**src/rtl/smw_pkg.sv**
```systemverilog
package smw_pkg;

  // Field positions inside the control byte (decoded by software).
  localparam int unsigned BIT_OPEN  = 6;
  localparam int unsigned BIT_CLOSE = 5;
  localparam int unsigned BIT_LOCK  = 4;
  localparam int unsigned BIT_GEN   = 3;

  // Hardwired segment code in the low three bits.
  localparam logic [2:0] SEG_CODE = 3'b010;

  typedef struct packed {
    logic open;
    logic close;
    logic lock;
    logic gen;
  } smw_ctl_t;

  typedef struct packed {
    logic hit;
    logic dram;
  } smw_route_t;

endpackage

```
**src/rtl/smw_ctl_reg.sv**
```systemverilog
module smw_ctl_reg
  import smw_pkg::*;
#(
  parameter int unsigned CFG_AW     = 8,
  parameter logic [CFG_AW-1:0] CTL_OFFSET = 8'h9D
) (
  input  logic              clk,
  input  logic              rst_n,
  input  logic              wr_en,
  input  logic [CFG_AW-1:0] wr_addr,
  input  logic [7:0]        wr_data,
  input  logic [CFG_AW-1:0] rd_addr,
  output logic [7:0]        rd_data,
  output smw_ctl_t          ctl
);

  logic     sel_wr;
  smw_ctl_t ctl_q;

  assign sel_wr = wr_en && (wr_addr == CTL_OFFSET);

  always_ff @(posedge clk) begin
    if (!rst_n) begin
      ctl_q <= '0;
    end else if (sel_wr) begin
      // close stays writable regardless of lock
      ctl_q.close <= wr_data[BIT_CLOSE];
      if (!ctl_q.lock) begin
        ctl_q.lock <= wr_data[BIT_LOCK];
        ctl_q.gen  <= wr_data[BIT_GEN];
        // a write that sets lock forces open low in the same write
        ctl_q.open <= wr_data[BIT_OPEN] & ~wr_data[BIT_LOCK];
      end
    end
  end

  always_comb begin
    rd_data = 8'h00;
    if (rd_addr == CTL_OFFSET) begin
      rd_data[BIT_OPEN]  = ctl_q.open;
      rd_data[BIT_CLOSE] = ctl_q.close;
      rd_data[BIT_LOCK]  = ctl_q.lock;
      rd_data[BIT_GEN]   = ctl_q.gen;
      rd_data[2:0]       = SEG_CODE;
    end
  end

  assign ctl = ctl_q;

endmodule

```
**src/rtl/smw_route.sv**
```systemverilog
module smw_route
  import smw_pkg::*;
#(
  parameter int unsigned ADDR_W   = 32,
  parameter int unsigned WIN_LOG2 = 17,
  parameter logic [ADDR_W-1:0] WIN_BASE = 32'h000A_0000
) (
  input  logic [ADDR_W-1:0] addr,
  input  logic              is_code,
  input  logic              smm,
  input  smw_ctl_t          ctl,
  output smw_route_t        route
);

  localparam int unsigned TAG_W = ADDR_W - WIN_LOG2;
  localparam logic [TAG_W-1:0] WIN_TAG = WIN_BASE[ADDR_W-1:WIN_LOG2];

  logic in_win;
  logic code_dram;
  logic data_dram;

  assign in_win = (addr[ADDR_W-1:WIN_LOG2] == WIN_TAG);

  // Code: either mode or open exposes DRAM; open wins over close.
  assign code_dram = smm | ctl.open;
  // Data: in SMM close diverts to PCI; outside SMM only open matters.
  assign data_dram = smm ? ~ctl.close : ctl.open;

  always_comb begin
    route.hit  = in_win;
    route.dram = in_win & ctl.gen & (is_code ? code_dram : data_dram);
  end

endmodule

```
**src/rtl/smw_resp_stage.sv**
```systemverilog
module smw_resp_stage #(
  parameter int unsigned W = 2
) (
  input  logic         clk,
  input  logic         rst_n,
  input  logic         in_valid,
  output logic         in_ready,
  input  logic [W-1:0] in_data,
  output logic         out_valid,
  input  logic         out_ready,
  output logic [W-1:0] out_data
);

  logic         vld_q;
  logic [W-1:0] dat_q;

  assign in_ready = !vld_q || out_ready;

  always_ff @(posedge clk) begin
    if (!rst_n) begin
      vld_q <= 1'b0;
      dat_q <= '0;
    end else if (in_ready) begin
      vld_q <= in_valid;
      if (in_valid) dat_q <= in_data;
    end
  end

  assign out_valid = vld_q;
  assign out_data  = dat_q;

endmodule

```
**src/rtl/smm_window_gate.sv**
```systemverilog
module smm_window_gate
  import smw_pkg::*;
#(
  parameter int unsigned ADDR_W   = 32,
  parameter int unsigned CFG_AW   = 8,
  parameter int unsigned WIN_LOG2 = 17,
  parameter logic [ADDR_W-1:0] WIN_BASE   = 32'h000A_0000,
  parameter logic [CFG_AW-1:0] CTL_OFFSET = 8'h9D
) (
  input  logic              clk,
  input  logic              rst_n,
  input  logic              cfg_wr_en,
  input  logic [CFG_AW-1:0] cfg_wr_addr,
  input  logic [7:0]        cfg_wr_data,
  input  logic [CFG_AW-1:0] cfg_rd_addr,
  output logic [7:0]        cfg_rd_data,
  input  logic              smm_active,
  input  logic              acc_valid,
  output logic              acc_ready,
  input  logic [ADDR_W-1:0] acc_addr,
  input  logic              acc_code,
  output logic              res_valid,
  input  logic              res_ready,
  output logic              res_hit,
  output logic              res_dram
);

  localparam int unsigned RW = $bits(smw_route_t);

  smw_ctl_t   ctl_q;
  smw_route_t route_d;
  smw_route_t route_q;

  smw_ctl_reg #(
    .CFG_AW     (CFG_AW),
    .CTL_OFFSET (CTL_OFFSET)
  ) u_reg (
    .clk     (clk),
    .rst_n   (rst_n),
    .wr_en   (cfg_wr_en),
    .wr_addr (cfg_wr_addr),
    .wr_data (cfg_wr_data),
    .rd_addr (cfg_rd_addr),
    .rd_data (cfg_rd_data),
    .ctl     (ctl_q)
  );

  smw_route #(
    .ADDR_W   (ADDR_W),
    .WIN_LOG2 (WIN_LOG2),
    .WIN_BASE (WIN_BASE)
  ) u_route (
    .addr    (acc_addr),
    .is_code (acc_code),
    .smm     (smm_active),
    .ctl     (ctl_q),
    .route   (route_d)
  );

  smw_resp_stage #(
    .W (RW)
  ) u_stage (
    .clk       (clk),
    .rst_n     (rst_n),
    .in_valid  (acc_valid),
    .in_ready  (acc_ready),
    .in_data   (route_d),
    .out_valid (res_valid),
    .out_ready (res_ready),
    .out_data  (route_q)
  );

  assign res_hit  = route_q.hit;
  assign res_dram = route_q.dram;

endmodule

```
**config.mk**
```make
export PLATFORM = sky130hd
export DESIGN_NAME = smm_window_gate
export DESIGN_NICKNAME = d
export VERILOG_FILES = /design/src/rtl/smw_pkg.sv /design/src/rtl/smw_ctl_reg.sv /design/src/rtl/smw_route.sv /design/src/rtl/smw_resp_stage.sv /design/src/rtl/smm_window_gate.sv
export SDC_FILE = /design/constraint.sdc
export NUM_CORES = 1
export LEC_CHECK = 0
export BUFFER_PORTS_ARGS = -buffer_cell sky130_fd_sc_hd__buf_2
export CORE_MARGIN = 1.5
export CORE_UTILIZATION = 29
export DETAILED_ROUTE_END_ITERATION = 16
export GPL_TIMING_DRIVEN = 0
export MAX_ROUTING_LAYER = met4
export PLACE_DENSITY = 0.83
export SYNTH_ARGS = -nofsm -noshare
export SYNTH_HDL_FRONTEND = slang
export SYNTH_SLANG_ARGS = --single-unit
```
**constraint.sdc**
```tcl
create_clock -name clk -period 2.4 [get_ports clk]
set_input_delay 0.24 -clock clk [delete_from_list [all_inputs] [get_ports clk]]
set_output_delay 0.24 -clock clk [all_outputs]
set_load 0.02 [all_outputs]
```
==> flow_summary.toml <==
[outcome]
outcome = "finished, final reports clean"

[clock_tree]
post_cts_resize_count = 0
cts-htree-levels = 1
clockBufferDepth = 2
tritoncts = "yes"
clockRootBuffer = "sky130_fd_sc_hd__clkbuf_4"
clock_latency_on_the_worst_skew_pair_ns = 0.24
clkSlewWorstSetupHoldPaths_ns = 0.05
postCtsSetupRepairBufs = 0
clock_sink_count = 7
cts-hold-fix-buffers = 0
cts_buffers = 3

[worst_setup_path]
crit_type = "in2out"
r2r-end = "u_reg.ctl[0]$_SDFFE_PN0P_"
r2r_start = "u_reg.ctl[1]$_SDFFE_PN0P_"
worst_setup_path_startpoint = "cfg_rd_addr[5]"
arrival_ns = 1.02
setup.worst_path.end_class = "output port"
setup.reg_to_reg.worst_slack_ns = 1.38
worstRegToRegCells = 3
worstPathRequired_ns = 2.16
startpoint_class = "primary input"
path_max_fanout = 5

[route]
antenna_violating_nets_post_route = 0
detailedRoute.firstPassIterationCount = 4
remaining_drc_errors = 0
drt-initial-drc-count = 2
dr_total_vias = 590
drt-total-wl_um = 1180
routedWlPerCell_um = 9.41
routed_via_density = 4.72

[grt]
grt_pass1_vias = 551
pin_count_of_the_biggest_net_entering_global_routing = 11
gr-usage-all-layers_pct = 14.2
grt_overflow_total = 0
grt_pass1_wl_um = 1900
antenna_found_initial = 0

[final_layout]
stdcell_count = 125
final_design_area_no_fill_um2 = 763
flow.area_growth_from_synthesis_pct = 66.2
fin_util_pct = 51.3
finish.net_count = 173
drive_above_1_share_pct = 56.9
antenna_cells = 0

[logic_synthesis]
yosys-top-cells-count = "10 x sky130_fd_sc_hd__nand2_1, 7 x sky130_fd_sc_hd__dfxtp_1, 4 x sky130_fd_sc_hd__and2_1"
yosys_warnings = 0
post_synth_instance_area_um2 = 459
synth-edff-count = 0
ys_top_cells_by_area = "sky130_fd_sc_hd__dfxtp_1 31%, sky130_fd_sc_hd__nand2_1 8.2%, sky130_fd_sc_hd__mux2i_1 6.5%"
top_cell_type_s_share_of_synthesized_area_pct = 30.5
synth_seq_cells = 7
synth_cells = 53
synth-async-reset-ratio_pct = 0
yosysUniqueCellTypes = 25
ys_seq_area_share_pct = 30.5
syn_area_per_cell_um2 = 8.66
synthDominantAreaCellType = "sky130_fd_sc_hd__dfxtp_1"
yosys_most_used_dff = "sky130_fd_sc_hd__dfxtp_1"
yosysMostFrequentCell = "sky130_fd_sc_hd__nand2_1"

[placement]
dpl-instance-area_um2 = 737
place_inst = 121
portBuffers = 50
hpwl_um = 1040
gp_congestion = 0.707
dpl_worst_slack_ns = 1.12

[floorplanning]
core_region_area_mm2 = 0.00149
chipWidth_um = 42.8
total_i_o_pin_count = 75
initial_cell_density_of_the_core_pct = 30.8
die_h_um = 42.8
std_cell_rows = 14
fp.dieArea_mm2 = 0.00183

[timing]
rsz0062_at_grt = "false"
hold_ws_ns = 0.235
finalMaxSlewViolations = 0
max_freq_ghz = 0.793
finalClockSkew_ns = 0.00248
final-setup-viol-count = 0
postLayoutSetupSlackWorst_ns = 1.14
finalSetupTns_ns = 0
min_period_ns = 1.26
period_share_pct = 52.6
timing_hold_violations_final = 0

[power]
p_per_area_mw_per_mm2 = 371
cellLeakagePower_nw = 0.407
finalPower_mw = 0.283
max-vdd-ir-drop_uv = 182

[worst_hold_path]
worst_hold_path.num_cells = 3
hp-start = "cfg_wr_data[3]"
hold_path_end = "u_reg.ctl[0]$_SDFFE_PN0P_"
worst_hold_path_type = "in2reg"

[run]
timing.max_cap.violations = 0
[cell type report]
type / count / area [µm²]
fill: 147 / 726
multi-input combinational: 43 / 295
timing repair buffer: 50 / 250
sequential: 7 / 140
buffer: 4 / 27.5
clock buffer: 4 / 26.3
tap: 16 / 20.0
inverter: 1 / 3.75
[placed cells by master, fill, tap and decap left out]
master                      Yosys  layout
sky130_fd_sc_hd__clkbuf_1       0       1
sky130_fd_sc_hd__nand3b_1       1       1
sky130_fd_sc_hd__o221ai_1       1       1
sky130_fd_sc_hd__buf_2          1      51
sky130_fd_sc_hd__clkbuf_4       0       3
sky130_fd_sc_hd__and4bb_2       2       2
sky130_fd_sc_hd__and3b_1        1       1
sky130_fd_sc_hd__inv_1          1       1
sky130_fd_sc_hd__and2_1         4       4
sky130_fd_sc_hd__nand3_1        1       1
sky130_fd_sc_hd__buf_4          3       3
sky130_fd_sc_hd__nand4bb_1      1       1
sky130_fd_sc_hd__nand2_1       10      10
sky130_fd_sc_hd__o31ai_1        1       1
sky130_fd_sc_hd__nor2_1         1       1
sky130_fd_sc_hd__nand4_1        3       3
sky130_fd_sc_hd__a21o_1         2       2
sky130_fd_sc_hd__o21ai_0        2       2
sky130_fd_sc_hd__nor3_1         1       1
sky130_fd_sc_hd__conb_1         1       3
sky130_fd_sc_hd__a21boi_0       1       1
sky130_fd_sc_hd__nor4_2         1       1
sky130_fd_sc_hd__nand4b_1       1       1
sky130_fd_sc_hd__mux2i_1        3       3
sky130_fd_sc_hd__nor4b_2        2       2
sky130_fd_sc_hd__dfxtp_1        7       7
sky130_fd_sc_hd__nand2b_1       1       1
[critical path: stages]
cell and delay (ns):
sky130_fd_sc_hd__buf_2 0.09, sky130_fd_sc_hd__nand4bb_1 0.17, sky130_fd_sc_hd__nor2_1 0.21, sky130_fd_sc_hd__and2_1 0.15, sky130_fd_sc_hd__buf_2 0.15
[power breakdown]
part           total, mW  leakage [nW]  switching, mW  internal (mW)
clock              0.104        0.0150         0.0403         0.0633
combinational     0.0615         0.336         0.0258         0.0357
sequential         0.118        0.0567       0.000610          0.118
total              0.283         0.407         0.0667          0.216
[sequential cells by signal, indices dropped and copies added (netlist names)]
register,flops
u_stage.out_data,2
u_stage.out_valid,1
u_reg.ctl,4
[metal layers]
layer | global-route usage, % | wire, µm | vias to the layer above
li1 | - | - | 299
met1 | 12.1 | 400 | 242
met2 | 26.1 | 562 | 47
met3 | 5.53 | 206 | 2
met4 | 7.50 | 6 | 0
met5 | - | 0 | -
[logic make-up (layout without fill, tap and decap cells)]
group | count (synthesis) | in the layout | share of synthesized area [%]
DFF | 7 | 7 | 30.5
buffers and inverters | 5 | 59 | 6.81
AOI/OAI and AO/OA | 7 | 7 | 10.6
other | 1 | 3 | 0.817
and+or+nand+nor | 30 | 30 | 44.7
muxes | 3 | 3 | 6.54
[how the worst max path moves through the flow]
stage                      to  slack (ns)  cells after the start
6_report       cfg_rd_data[6]        1.14                      5
5_1_grt        cfg_rd_data[6]        1.01                      5
4_1_cts        cfg_rd_data[6]        1.12                      5
3_5_place_dp   cfg_rd_data[6]        1.12                      5
3_3_place_gp   cfg_rd_data[6]        1.13                      5
2_1_floorplan  cfg_rd_data[3]        1.06                      3
Note: power is estimated with default switching activity, not from simulation.
